--- config.mk ---
export PLATFORM = sky130hd
export DESIGN_NAME = link_stability_qualifier
export DESIGN_NICKNAME = d
export VERILOG_FILES = /design/src/rtl/link_stability_qualifier.sv
export SDC_FILE = /design/constraint.sdc
export NUM_CORES = 1
export LEC_CHECK = 0
export BUFFER_PORTS_ARGS = -buffer_cell sky130_fd_sc_hd__buf_2
export CAP_MARGIN = 30
export CORE_ASPECT_RATIO = 0.9
export CORE_MARGIN = 4
export CORE_UTILIZATION = 45
export CTS_BUF_LIST = sky130_fd_sc_hd__clkbuf_8
export CTS_CLUSTER_DIAMETER = 50
export DETAILED_ROUTE_END_ITERATION = 7
export PLACE_DENSITY = 0.69
export SYNTH_ARGS = -nofsm -noshare
export SYNTH_HDL_FRONTEND = slang
export SYNTH_SLANG_ARGS = --single-unit
--- constraint.sdc ---
create_clock -name clk -period 3.25 [get_ports clk]
set_input_delay 0.65 -clock clk [delete_from_list [all_inputs] [get_ports clk]]
set_output_delay 0.65 -clock clk [all_outputs]
set_load 0.03 [all_outputs]
--- src/rtl/link_stability_qualifier.sv ---
module link_stability_qualifier #(
  parameter int         TIME_DIV     = 1,
  parameter logic [2:0] DEFAULT_CODE = 3'd2
) (
  input  logic       clk,
  input  logic       rst_n,
  input  logic       link_raw,
  input  logic       tick,
  input  logic [2:0] period_code,
  output logic       link_up
);

  localparam int MAX_TICKS = 2000000 / TIME_DIV;
  localparam int CNT_W     = $clog2(MAX_TICKS + 1);

  localparam logic [CNT_W-1:0] T_C0 = '0;
  localparam logic [CNT_W-1:0] T_C1 = CNT_W'(500 / TIME_DIV);
  localparam logic [CNT_W-1:0] T_C2 = CNT_W'(1000 / TIME_DIV);
  localparam logic [CNT_W-1:0] T_C3 = CNT_W'(64000 / TIME_DIV);
  localparam logic [CNT_W-1:0] T_C4 = CNT_W'(256000 / TIME_DIV);
  localparam logic [CNT_W-1:0] T_C5 = CNT_W'(512000 / TIME_DIV);
  localparam logic [CNT_W-1:0] T_C6 = CNT_W'(1000000 / TIME_DIV);
  localparam logic [CNT_W-1:0] T_C7 = CNT_W'(MAX_TICKS);

  logic [2:0]       code_q;
  logic [CNT_W-1:0] cnt_q;
  logic [CNT_W-1:0] target;
  logic             reached;
  logic             up_q;

  always_comb begin
    case (code_q)
      3'd0:    target = T_C0;
      3'd1:    target = T_C1;
      3'd2:    target = T_C2;
      3'd3:    target = T_C3;
      3'd4:    target = T_C4;
      3'd5:    target = T_C5;
      3'd6:    target = T_C6;
      default: target = T_C7;
    endcase
  end

  assign reached = cnt_q >= target;

  always_ff @(posedge clk or negedge rst_n) begin
    if (!rst_n) begin
      code_q <= DEFAULT_CODE;
      cnt_q  <= '0;
      up_q   <= 1'b0;
    end else if (!link_raw) begin
      code_q <= period_code;
      cnt_q  <= '0;
      up_q   <= 1'b0;
    end else begin
      if (tick && !reached) cnt_q <= cnt_q + 1'b1;
      up_q <= reached;
    end
  end

  assign link_up = up_q & link_raw;

endmodule

* After elaboration in Yosys (flattened, before gate mapping)
Index checks and enable logic that the tools add are counted.
Storage, ports and cells: bits in registers 25, bits of input ports 7, output and inout port bits 1
Operators by class: $add $sub $neg 1, magnitude comparators 1, equal/unequal tests 7, mux-type cells 4, bitwise gates (word level) 1, reduce and logical (&&, ||, !) cells 3
Operator list (count):
- one-hot mux 21 bit (7 select lines) | 1
- two-way mux 21 bit | 2
- adder 21 x 1 -> 21 bit (second input constant) | 1
- >= comparator 21 bit | 1
- == test 3 bit (second input constant) | 3
- == test 3 x 2 -> 1 bit (second input constant) | 2
- == test 3 x 1 -> 1 bit (second input constant) | 1
- zero test 3 bit | 1
- != test 2 x 1 -> 1 bit (second input constant) | 1
- AND 1 bit | 1
- logical AND 1 bit | 1
- zero test 1 bit | 1
- two-way mux 1 bit | 1

* Logic depth before layout (Yosys ltp)
depth after elaboration 7, gate-level depth with buffers 13, gate-level depth less buffers 11

* Worst setup path after synthesis
No wires, ideal clock.
path type register to register, start register code_q[1], end register cnt_q[20], arrival 2969 ps, data required time 3114 ps, setup slack 144 ps, stages on the path, launching flop included 12, period minus slack after synthesis 3106 ps, cells stage by stage dfstp_2 clkbuf_1 nand2_1 xnor2_1 ha_1 a21oi_1 o21ai_1 a222oi_1 nand4_2 buf_2 o41ai_1 a21oi_1
On the way: word-level cells in the longest chain between the ends 6, elaborated cells between the ends (all ways) 12
RTL lines:
- start, declared | line 25 | logic [2:0] code_q;
- start signal, assigned | line 52 | code_q <= period_code;
- == test 3 bit (tied with other cells) | line 32 | case (code_q)
- one-hot mux 21 bit (7 select lines) * | line 32
- >= comparator 21 bit * | line 44 | assign reached = cnt_q >= target;
- zero test 1 bit * | line 56 | if (tick && !reached) cnt_q <= cnt_q + 1'b1;
- logical AND 1 bit * | line 56
- != test 2 x 1 -> 1 bit (no source line) *
- end signal, assigned | line 56
- end, declared | line 26 | logic [CNT_W-1:0] cnt_q;
Mark *: on every way between the ends. The rest lies on a longest branch, timed or not. A chain may end at the register's enable or synchronous reset.

* Final worst setup path
Same ends and word-level chain as after synthesis.

==> results summary <==
The run finished with clean final reports. The via count of the first global-routing pass is 1,471. TritonCTS created 3 clock buffers. The worst setup slack after layout came out at 0.188 ns.

From bottom edge to top edge, the die measures 67.5 um. The largest net degree at the start of global routing is 26. The overflow left after global routing came out at 0. The cell row count came out at 21. Each instance of the synthesized netlist takes up on average 8.73 um^2. The power share of the sequential group is 0.536. The number of distinct standard cells referenced by the synthesized netlist came out at 36. The startpoint identified for the worst register-to-register timing path is code_q[1]$_DFFE_PN1N_. The register bit count reported by yosys came out at 25. Traced cell by cell, the critical path runs through nand2_1 > xnor2_1 > ha_1 > a21oi_1 > o21ai_1 > a222oi_1 > buf_4 > nand4_4 > or4b_1 > a21oi_1.

The worst-case register-to-register setup slack came out at 0.19 ns. The number of vias per cell after detailed routing came out at 5.86. The number of max-cap violations came out at 0.

The detail route stage leaves a number of antenna-violating nets equal to 0. The slowest stage of the critical path is the dfstp_2 cell. The count of warnings emitted by yosys is 0. Of the cells placed in the final design, the portion with a size suffix greater than 1 is 0.130.

The routed via count came out at 1,536. The commonest cells after synthesis are a21oi_1, dfrtp_1, ha_1. The final RePlAce weighted congestion came out at 0.915. The number of setup violations in the final report came out at 0. The predominant post-synthesis flop cell is dfrtp_1. The initial antenna violation count came out at 0. The maximum clock frequency is 327 MHz.

Measured in cells, the most critical reg-to-reg path has a length of 10. The fraction of power spent switching nets came out at 0.280. The path length in cells of the critical path came out at 10.

The top cell type's share of synthesized area came out at 0.339. The sink count of the clock tree is 25. On the critical path the largest part of the delay comes from simple AND/OR/NAND/NOR gates. The power dissipated by switching net loads is 173 uW.

The placeable core region is 0.00376 mm^2. The routed wire length came out at 3770 um. The die width came out at 74.1 um. The cell area power density is 315 mW/mm^2. The deepest clock path buffer count is 2. By area the synthesized netlist is led by dfrtp_1, ha_1, a21oi_1, or3_1, nand2_1. The number of buffers inserted by port buffering came out at 7. The startpoint class of the critical path is a register. The actual slew at the worst max-slew pin came out at 0.699 ns. The clock tree from TritonCTS is built. The origin of the worst setup path is code_q[1]$_DFFE_PN1N_. The routed length per placed instance is 14.4 um. The share of synthesized registers carrying an async set or reset came out at 1.00.

The worst setup path is of the register to register kind. The count of endpoints failing hold in the final timing report came to 0. In this run, the number of DRC markers left after iteration 0 of detailed routing was 110. The clock-pin transition on the worst setup and hold timing paths came out at 0.09 ns. The fill cell instance count of the final layout came out at 369. The proportion of power drawn by combinational gates is 0.165. STA classifies the critical path endpoint as a register. The clock reaches the later pin of the worst-skew pair after 0.27 ns. Clock tree synthesis selected as its root buffer the cell clkbuf_8. The number of placed I/O pins came out at 8. The number of optimization iterations in the first detailed-route pass is 4. The detailed placement HPWL is 2740 um. The number of nets at the end of the flow came out at 245.

The global-route wire length before repair is 6810 um. The largest vdd supply drop is 0.191 mV. Counting every net in the synthesized netlist gives 231. The synthesized netlist cell count came out at 203. The largest total area in the synthesized netlist belongs to dfrtp_1. The power share of the clock group is 0.300. The endpoint identified for the worst register-to-register timing path is cnt_q[20]$_DFFE_PN0P_. The mapped cell area is 0.00177 mm^2. The setup slack at placement came out at 0.0934 ns. The leakage power summed over all cells is 0.000857 uW. The biggest fanout along the worst timing path came out at 15.

The tightest hold margin came out at 0.363 ns. The total routing resource utilization after global routing is 0.176. In this run, synthesis inferred 0 flip-flops with an integrated enable. The maximum clock skew at final layout is 0.00598 ns. The number of hold-repair buffers added at the cts stage came out at 0. The internal power of the cells totals 445 uW. The remaining max-slew budget at the tightest pin is 0.534. Data arrives at the worst endpoint at 3.25 ns.

The count of final max-slew check failures was 0. The area added between synthesis and finish is 10.8%. For this run, design rule violations remaining after detail routing come to 0. In the finished design, the share of the clock period the worst path needs comes to 0.942. For this run, the register share of the synthesized area comes to 0.354. Following the worst setup path forward leads to its endpoint at cnt_q[20]$_DFFE_PN0P_. The count of inserted antenna diode cells came out at 0. The floorplan step defined a die boundary enclosing 0.00501 mm^2. The initial utilization of the core area, before any placement, comes to 0.472.

In this design, the critical path's most frequently occurring cell is a21oi_1. The number of H-tree branching levels came out at 1. The minimum clock period came out at 3.06 ns. The worst stage delay on the critical path came out at 0.63 ns.

The min-delay analysis places its worst path in the category input pin to asynchronous set/reset pin. The critical path data required time came out at 3.44 ns. The critical path buffer and inverter count is 1.
[stage by stage]
| step | instance area [um^2] | total power, uW | instances | setup TNS (ns) | util |
|---|---|---|---|---|---|
| 6_report | 1960 | 618 | 262 | 0 | 0.522 |
| 5_1_grt | 1960 | 659 | 262 | -0.00613 | 0.522 |
| 4_1_cts | 1910 | 630 | 257 | 0 | 0.509 |
| 3_5_place_dp | 1870 | 438 | 253 | 0 | 0.497 |
| 3_3_place_gp | 1870 | 437 | 253 | 0 | 0.497 |
| 2_1_floorplan | 1770 | 407 | 203 | 0 | - |
[layout make-up]
cell class / instances / area (um^2) / share of cell area
multi-input combinational: 159 / 1080 / 0.553
sequential: 25 / 628 / 0.320
clock inverter: 1 / 3.75 / 0.00191
clock buffer: 3 / 41.3 / 0.0210
inverter: 12 / 45.0 / 0.0229
tap: 46 / 57.6 / 0.0293
timing repair buffer: 16 / 103 / 0.0523
[state kept, by name, indices dropped and copies added, names as in the netlist]
signal  cells
code_q      3
up_q        1
cnt_q      21
[layout by cell type, fill, tap and decap left out]
master / instances
inv_1: 13
a21oi_2: 2
dfstp_2: 1
a21boi_0: 1
o211ai_1: 1
and4_1: 2
mux2_2: 3
or4_1: 5
clkbuf_8: 3
nor3_1: 1
nand3_1: 9
ha_1: 21
o31ai_1: 4
and3_1: 5
o41ai_1: 1
or3_1: 11
nand4_4: 1
a31oi_1: 1
a21o_1: 2
a222oi_1: 1
buf_4: 9
nand2b_1: 1
o21ai_0: 13
xnor2_1: 4
dfrtp_2: 1
nor2_1: 7
a21oi_1: 23
and2_1: 4
nor4_1: 1
nand4_1: 8
xor2_1: 1
dfrtp_1: 23
nand2_1: 18
o22a_1: 1
or4b_1: 1
buf_2: 7
o21ai_1: 5
and4_2: 1
[power groups by stage]
| stage | Sequential [uW] | Clock, uW | Combinational [uW] |
|---|---|---|---|
| CTS | 331 | 198 | 102 |
| floorplan | 329 | 0 | 78.2 |
| global route | 333 | 206 | 120 |
| finish | 331 | 185 | 102 |
| detailed placement | 337 | 0 | 101 |
| global placement | 336 | 0 | 101 |
[repair_timing]
item	CTS	global route
setup endpoints to repair	0	19
resized for setup	0	3
buffers inserted	0	5
[worst min-delay path by stage]
stage / end / slack [ns] / depth (start not counted)
final: cnt_q[13]$_DFFE_PN0P_ / 0.36 / 1
after global routing: cnt_q[13]$_DFFE_PN0P_ / 0.40 / 1
after CTS: cnt_q[13]$_DFFE_PN0P_ / 0.38 / 1
after detailed placement: cnt_q[20]$_DFFE_PN0P_ / 0.55 / 2
after global placement: cnt_q[20]$_DFFE_PN0P_ / 0.55 / 2
after floorplan: cnt_q[0]$_DFFE_PN0P_ / 0.35 / 0
[worst reg2reg max path, stage by stage (launching register included)]
cell and delay (ns):
dfstp_2 0.63, nand2_1 0.14, xnor2_1 0.15, ha_1 0.29, a21oi_1 0.14, o21ai_1 0.11, a222oi_1 0.40, buf_4 0.19
nand4_4 0.20, or4b_1 0.55, a21oi_1 0.16
[logic make-up (layout without fill, tap and decap cells)]
family,after synthesis,count (layout),share of synthesized area
buf+inv,19,32,0.0410
xor+xnor,5,5,0.0247
mux,3,3,0.0191
fa+ha+maj,21,21,0.148
flops,25,25,0.354
compound gates,55,55,0.177
simple gates,75,75,0.237
[metal layers]
layer  up-vias  wire [um]  GRT usage
met5         -          0          0
met4         0         42     0.0611
met3         6        123     0.0372
met2        24       1620      0.260
met1       727       1980      0.252
li1        779          -          -
Power figures use the tool's default switching activity.
